`config.mk`:
```
export PLATFORM = sky130hd
export DESIGN_NAME = conv_fifo
export DESIGN_NICKNAME = d
export VERILOG_FILES = /design/src/rtl/conv_fifo_pkg.sv /design/src/rtl/cf_serializer.sv /design/src/rtl/cf_store.sv /design/src/rtl/cf_flags.sv /design/src/rtl/conv_fifo.sv
export SDC_FILE = /design/constraint.sdc
export NUM_CORES = 1
export LEC_CHECK = 0
export BUFFER_PORTS_ARGS = -buffer_cell sky130_fd_sc_hd__buf_2
export CORE_MARGIN = 2
export CORE_UTILIZATION = 35
export CTS_CLUSTER_SIZE = 10
export DETAILED_ROUTE_END_ITERATION = 8
export GPL_TIMING_DRIVEN = 0
export SLEW_MARGIN = 15
export SYNTH_ARGS = -nofsm -noshare
export SYNTH_HDL_FRONTEND = slang
export SYNTH_SLANG_ARGS = --single-unit
export TNS_END_PERCENT = 5
```
`constraint.sdc`:
```
create_clock -name clk -period 4.1 [get_ports clk]
set_clock_uncertainty 0.15 [all_clocks]
set_input_delay 0.82 -clock clk [delete_from_list [all_inputs] [get_ports clk]]
set_output_delay 0.82 -clock clk [all_outputs]
set_load 0.005 [all_outputs]
```
`src/rtl/conv_fifo_pkg.sv`:
```
package conv_fifo_pkg;

  // Per-cycle traffic events produced by the storage and consumed by the flags
  typedef struct packed {
    logic wr;    // a word is written
    logic take;  // a read consumes a word
    logic dry;   // a read found nothing to consume
    logic ovf;   // a write overwrote the oldest word
  } fifo_evt_t;

endpackage

```
`src/rtl/cf_serializer.sv`:
```
module cf_serializer #(
  parameter int NUM_CONV = 3,
  parameter int TAG_W    = 4,
  parameter int RES_W    = 12,
  localparam int WORD_W  = TAG_W + RES_W,
  localparam int IW      = (NUM_CONV > 1) ? $clog2(NUM_CONV) : 1
) (
  input  logic                      clk,
  input  logic                      rst,
  input  logic                      clr,
  input  logic                      conv_valid,
  input  logic [NUM_CONV*TAG_W-1:0] conv_tag,
  input  logic [NUM_CONV*RES_W-1:0] conv_res,
  output logic                      wr_en,
  output logic [WORD_W-1:0]         wr_word
);

  logic [WORD_W-1:0] words [NUM_CONV];
  logic [WORD_W-1:0] hold  [NUM_CONV];
  logic [IW-1:0]     idx;
  logic              busy;

  for (genvar i = 0; i < NUM_CONV; i++) begin : g_pack
    assign words[i] = {conv_tag[i*TAG_W +: TAG_W], conv_res[i*RES_W +: RES_W]};
  end

  assign busy    = (idx != '0);
  assign wr_en   = conv_valid || busy;
  assign wr_word = conv_valid ? words[0] : hold[idx];

  always_ff @(posedge clk) begin
    if (conv_valid) begin
      for (int i = 0; i < NUM_CONV; i++) hold[i] <= words[i];
    end
  end

  always_ff @(posedge clk) begin
    if (rst || clr) begin
      idx <= '0;
    end else if (conv_valid) begin
      idx <= (NUM_CONV > 1) ? IW'(1) : '0;
    end else if (busy) begin
      idx <= (idx == IW'(NUM_CONV - 1)) ? '0 : idx + IW'(1);
    end
  end

  AST_NO_OVERLAP: assert property (@(posedge clk) disable iff (rst)
    conv_valid |-> !busy);

endmodule

```
`src/rtl/cf_store.sv`:
```
module cf_store
  import conv_fifo_pkg::*;
#(
  parameter int DEPTH  = 32,
  parameter int WORD_W = 16,
  localparam int AW    = (DEPTH > 1) ? $clog2(DEPTH) : 1,
  localparam int CW    = $clog2(DEPTH + 1)
) (
  input  logic              clk,
  input  logic              rst,
  input  logic              clr,
  input  logic              wr_en,
  input  logic [WORD_W-1:0] wr_word,
  input  logic              rd_en,
  output logic [WORD_W-1:0] rd_data,
  output logic              nonempty_n,
  output fifo_evt_t         evt
);

  logic [WORD_W-1:0] mem [DEPTH];
  logic [AW-1:0]     wp, rp;
  logic [CW-1:0]     count, count_n;

  function automatic logic [AW-1:0] bump(input logic [AW-1:0] p);
    return (p == AW'(DEPTH - 1)) ? '0 : p + AW'(1);
  endfunction

  always_comb begin
    evt.wr   = wr_en && !clr;
    evt.take = rd_en && !clr && (count != '0);
    evt.dry  = rd_en && !clr && (count == '0);
    evt.ovf  = evt.wr && !rd_en && (count == CW'(DEPTH));
    count_n  = count;
    if (clr)                      count_n = '0;
    else if (evt.wr && !evt.ovf && !evt.take) count_n = count + CW'(1);
    else if (evt.take && !evt.wr) count_n = count - CW'(1);
  end

  assign nonempty_n = (count_n != '0);

  // storage array: write port only, no reset, read-before-write
  always_ff @(posedge clk) begin
    if (evt.wr) mem[wp] <= wr_word;
  end

  always_ff @(posedge clk) begin
    if (rst) begin
      rd_data <= '0;
    end else if (evt.take) begin
      rd_data <= mem[rp];
    end
  end

  always_ff @(posedge clk) begin
    if (rst || clr) begin
      wp    <= '0;
      rp    <= '0;
      count <= '0;
    end else begin
      if (evt.wr)              wp <= bump(wp);
      if (evt.take || evt.ovf) rp <= bump(rp);
      count <= count_n;
    end
  end

  AST_COUNT_BOUND: assert property (@(posedge clk) disable iff (rst)
    count <= CW'(DEPTH));

  AST_DRY_READ_KEEPS: assert property (@(posedge clk) disable iff (rst)
    evt.dry |=> $stable(rd_data));

  AST_OVF_STAYS_FULL: assert property (@(posedge clk) disable iff (rst)
    evt.ovf |=> (count == CW'(DEPTH)));

endmodule

```
`src/rtl/cf_flags.sv`:
```
module cf_flags
  import conv_fifo_pkg::*;
#(
  parameter int NUM_CNT = 2,
  localparam int NSRC   = NUM_CNT + 2
) (
  input  logic               clk,
  input  logic               rst,
  input  logic               clr,
  input  fifo_evt_t          evt,
  input  logic               nonempty_n,
  input  logic               stat_rd,
  input  logic               dav_pol,
  input  logic [NSRC-1:0]    irq_en,
  input  logic [NUM_CNT-1:0] cnt_flags,
  output logic               dav,
  output logic               lvl_full,
  output logic               lvl_empty,
  output logic               stk_full,
  output logic               stk_empty,
  output logic               irq
);

  logic lf_n, le_n, sf_n, se_n;

  always_comb begin
    if (clr) begin
      lf_n = 1'b0; le_n = 1'b0; sf_n = 1'b0; se_n = 1'b0;
    end else begin
      le_n = evt.wr  ? 1'b0 : (evt.dry ? 1'b1 : lvl_empty);
      lf_n = evt.ovf ? 1'b1 : ((evt.take || evt.dry) ? 1'b0 : lvl_full);
      sf_n = evt.ovf ? 1'b1 : (stat_rd ? 1'b0 : stk_full);
      se_n = evt.dry ? 1'b1 : (stat_rd ? 1'b0 : stk_empty);
    end
  end

  always_ff @(posedge clk) begin
    if (rst) begin
      lvl_full  <= 1'b0;
      lvl_empty <= 1'b0;
      stk_full  <= 1'b0;
      stk_empty <= 1'b0;
      irq       <= 1'b0;
      dav       <= ~dav_pol;
    end else begin
      lvl_full  <= lf_n;
      lvl_empty <= le_n;
      stk_full  <= sf_n;
      stk_empty <= se_n;
      irq       <= |(irq_en & {cnt_flags, se_n, sf_n});
      dav       <= nonempty_n ? dav_pol : ~dav_pol;
    end
  end

  AST_STICKY_HOLD: assert property (@(posedge clk) disable iff (rst)
    (stk_full && !stat_rd && !clr) |=> stk_full);

  AST_WRITE_CLEARS_EMPTY: assert property (@(posedge clk) disable iff (rst)
    (evt.wr && !clr) |=> !lvl_empty);

endmodule

```
`src/rtl/conv_fifo.sv`:
```
module conv_fifo
  import conv_fifo_pkg::*;
#(
  parameter int DEPTH    = 32,
  parameter int NUM_CONV = 3,
  parameter int TAG_W    = 4,
  parameter int RES_W    = 12,
  parameter int NUM_CNT  = 2,
  localparam int WORD_W  = TAG_W + RES_W
) (
  input  logic                      clk,
  input  logic                      rst,
  input  logic                      clr,
  input  logic                      conv_valid,
  input  logic [NUM_CONV*TAG_W-1:0] conv_tag,
  input  logic [NUM_CONV*RES_W-1:0] conv_res,
  input  logic                      rd_en,
  input  logic                      stat_rd,
  input  logic                      dav_pol,
  input  logic [NUM_CNT+1:0]        irq_en,
  input  logic [NUM_CNT-1:0]        cnt_flags,
  output logic [WORD_W-1:0]         rd_data,
  output logic                      dav,
  output logic                      lvl_full,
  output logic                      lvl_empty,
  output logic                      stk_full,
  output logic                      stk_empty,
  output logic                      irq
);

  logic              wr_en;
  logic [WORD_W-1:0] wr_word;
  logic              nonempty_n;
  fifo_evt_t         evt;

  cf_serializer #(.NUM_CONV(NUM_CONV), .TAG_W(TAG_W), .RES_W(RES_W)) u_ser (
    .clk(clk), .rst(rst), .clr(clr),
    .conv_valid(conv_valid), .conv_tag(conv_tag), .conv_res(conv_res),
    .wr_en(wr_en), .wr_word(wr_word)
  );

  cf_store #(.DEPTH(DEPTH), .WORD_W(WORD_W)) u_store (
    .clk(clk), .rst(rst), .clr(clr),
    .wr_en(wr_en), .wr_word(wr_word), .rd_en(rd_en),
    .rd_data(rd_data), .nonempty_n(nonempty_n), .evt(evt)
  );

  cf_flags #(.NUM_CNT(NUM_CNT)) u_flags (
    .clk(clk), .rst(rst), .clr(clr), .evt(evt), .nonempty_n(nonempty_n),
    .stat_rd(stat_rd), .dav_pol(dav_pol), .irq_en(irq_en), .cnt_flags(cnt_flags),
    .dav(dav), .lvl_full(lvl_full), .lvl_empty(lvl_empty),
    .stk_full(stk_full), .stk_empty(stk_empty), .irq(irq)
  );

endmodule

```
==> reports/metrics.yaml <==
postCtsHoldBufs: 0
power_leakage_nw: 8.734
ys.flop_type: "edfxtp_1"
dp_cells: 2165
start_util_pct: 35.20
routed_wl_um: 55940
final_cells: 2283
grt_pass1_wl_um: 82370
n_fill_cell: 5830
cts.sinks: 600
cts_buffers: 70
regArea_um2: 17620
antenna_cells: 0
rr_startpoint: "u_store.rp[0]"
p_per_area_nw_per_um2: 463.6
holdPathStages: 1
crit_family: "simple AND/OR/NAND/NOR gates"
drv_slew: 0
synth.largest_area_cell: "edfxtp_1"
critical_path_buf_inv_count: 3
grt_setup_unrepaired: "false"
portBuffers: 80
fp.coreArea_um2: 66800
seq_area_frac_synth_pct: 74.92
antenna_found_initial: 7
synth_fa_ha_area_share_pct: 0.4789
clockBufferDepth: 3
worst-slew-pin-transition_ns: 0.9496
criticalPathCategory: "primary input to register"
dpl_worst_slack_ns: -0.5480
grt_max_degree: 50
synth_warnings: 0
cts_resized: 0
die-area_um2: 69270
syn_area_um2: 23520
final_period_minus_worst_setup_slack_ns: 3.741
drt_iter0_drc: 1146
ys_types: 51
synth_compound_area_share_pct: 2.261
worst_r2r_endpoint: "u_store.rd_data[5]"
via_count: 11940
synth-edff-count: 560
holdPathEnd: "u_ser.hold[2][0]"
timing.hold.worst.class: "primary input to register"
r2r_cells: 7
syn_nets: 1235
drive_above_1_share_pct: 31.21
clock.fmax_mhz: 267.3
htree_levels: 3
clkTransAtPathRegs_ns: 0.05
endpoint_kind: "register"
layout_setup_ws_ns: 0.3595
max_stage_delay_ns: 0.67
cp.arrival_ns: 3.90
dp_hpwl_um: 39230
netlist.area_leader.share_pct: 71.51
vias_per_cell: 5.230
die_h_um: 263.2
area.growth.synth_to_final_pct: 19.41
firstDrtPassIters: 4
startpoint: "conv_valid"
clk_latency_ns: 0.61
io_pins: 83
cts_tree: "done"
finalCritPeriodShare_pct: 91.23
relSlewSlack_pct: 36.45
drc: 0
setup_viol_count_final: 0
syn-mean-instance-area_um2: 20.18
whs_ns: 0.2395
post-cts-setup-buffers: 0
grtUsageTotal_pct: 16.33
synth.area.top_cells: "edfxtp_1, mux4_2, dfxtp_1, mux2i_1, nor2_1"
antenna_left: 0
layout.nets: 1434
synthCells: 1165
path_cells: "clkbuf_4 -> clkbuf_1 -> nor3_2 -> nor2_1 -> nand2_1 -> nor2_2 -> buf_8"
root_buffer: "clkbuf_16"
overflow: 0
synthMuxAreaShare_pct: 17.24
ys_ff_latch: 600
critPathRequiredTime_ns: 4.26
routedWlPerCell_um: 24.50
synth_xor_area_share_pct: 0.2235
synth_top_family_by_area: "multiplexers"
drv_cap: 0
start_kind: "primary input"
reg2reg_slack_ns: 0.97
outcome: "finished clean"
synthSimpleGateAreaFrac_pct: 3.373
die_w_um: 263.2
multi_input_area_um2: 5783
grt_pass1_vias: 12438
synthArstFlopShare_pct: 0
cp_slowest_cell: "nor2_2"
row_count: 95
gp_congestion: 0.8320
peakVddDrop_v: 0.0003399
finalHoldViolCount: 0
critPathMaxFanout: 49
hold_path_startpoint: "conv_res[24]"
[metrics by stage]
step	setup TNS (ns)	utilization (%)	power [mW]	cell area [um^2]
2_1_floorplan	0	-	7.244	23520
3_3_place_gp	-1292.13	37.44	7.473	25010
3_5_place_dp	-183.27	39.01	7.568	26060
4_1_cts	0	42.03	13.15	28080
5_1_grt	0	42.03	13.43	28080
6_report	0	42.03	13.02	28080
[logic make-up (layout without fill, tap and decap cells)]
kind of cell             count (synthesis)  in the layout
XOR/XNOR                                 6              6
adder cells (fa/ha/maj)                  9              9
buffers and inverters                   75            320
AND/OR/NAND/NOR                        164            164
multiplexers                           225            225
AO/OA/AOI/OAI                           86             86
flip-flops                             600            600
[sequential cells by signal, indices dropped and copies added, names as in the netlist, 2 cells and up]
register,count
u_store.rd_data,16
u_store.count,6
u_ser.hold,48
u_store.rp,5
u_ser.idx,2
u_store.mem,512
u_store.wp,5
[layout by cell type (no fill, tap or decap), types with 8 or more instances in the layout]
master     instances
nand2_1           30
dfxtp_1           40
mux2i_1           80
o21ai_4           13
nor2_1            49
buf_16             9
clkbuf_16         70
a211oi_1          19
ha_1               9
mux4_2           144
edfxtp_1         560
buf_8             30
buf_4              8
clkbuf_1          68
nor2_2            32
buf_2            100
a21oi_1           27
[metal layers]
| metal | GRT usage (%) | vias to the layer above | wire length (um) |
|---|---|---|---|
| li1 | - | 5176 | - |
| met1 | 22.77 | 6248 | 24440 |
| met2 | 25.50 | 416 | 26080 |
| met3 | 4.293 | 94 | 4226 |
| met4 | 4.278 | 6 | 1151 |
| met5 | 0 | - | 41 |
[final cells by class]
class,count,share of cell area (%)
flip-flops and latches,600,62.74
multi-input cells,490,20.60
clock buffers,110,6.809
repair buffers,127,4.336
well taps,873,3.890
plain buffers,68,1.167
clock inverters,8,0.3698
inverters,7,0.09357
[cells in the mapped netlist, drive strengths merged, types with 2 or more instances]
cell type and count:
a211oi 19, a21oi 27, a22oi 6, a31oi 3, and3 5, buf 38, clkbuf 30, dfxtp 40
edfxtp 560, ha 9, inv 7, mux2i 80, mux4 144, nand2 30, nand2b 2, nand3 4
nand3b 3, nand4 3, nor2 81, nor2b 4, nor3 9, nor3b 5, nor4b 2, o21ai 23
or3 5, or3b 3, or4 2, xnor2 3, xor2 3
[power breakdown]
group          internal, mW  switching [mW]
clock                  3.21            2.36
combinational         0.203           0.376
sequential             6.84          0.0237
[how the worst max path moves through the flow]
stage,depth (start not counted),endpoint,slack [ns]
after global placement,4,u_store.mem[12][5],-1.93
after detailed placement,7,u_store.mem[18][0],-0.55
after floorplan,5,u_store.mem[0][12],0.95
after global routing,7,u_store.mem[7][2],0.15
after CTS,7,u_store.mem[18][4],0.09
final,7,u_store.mem[3][2],0.36
Power figures use the tool's default switching activity.
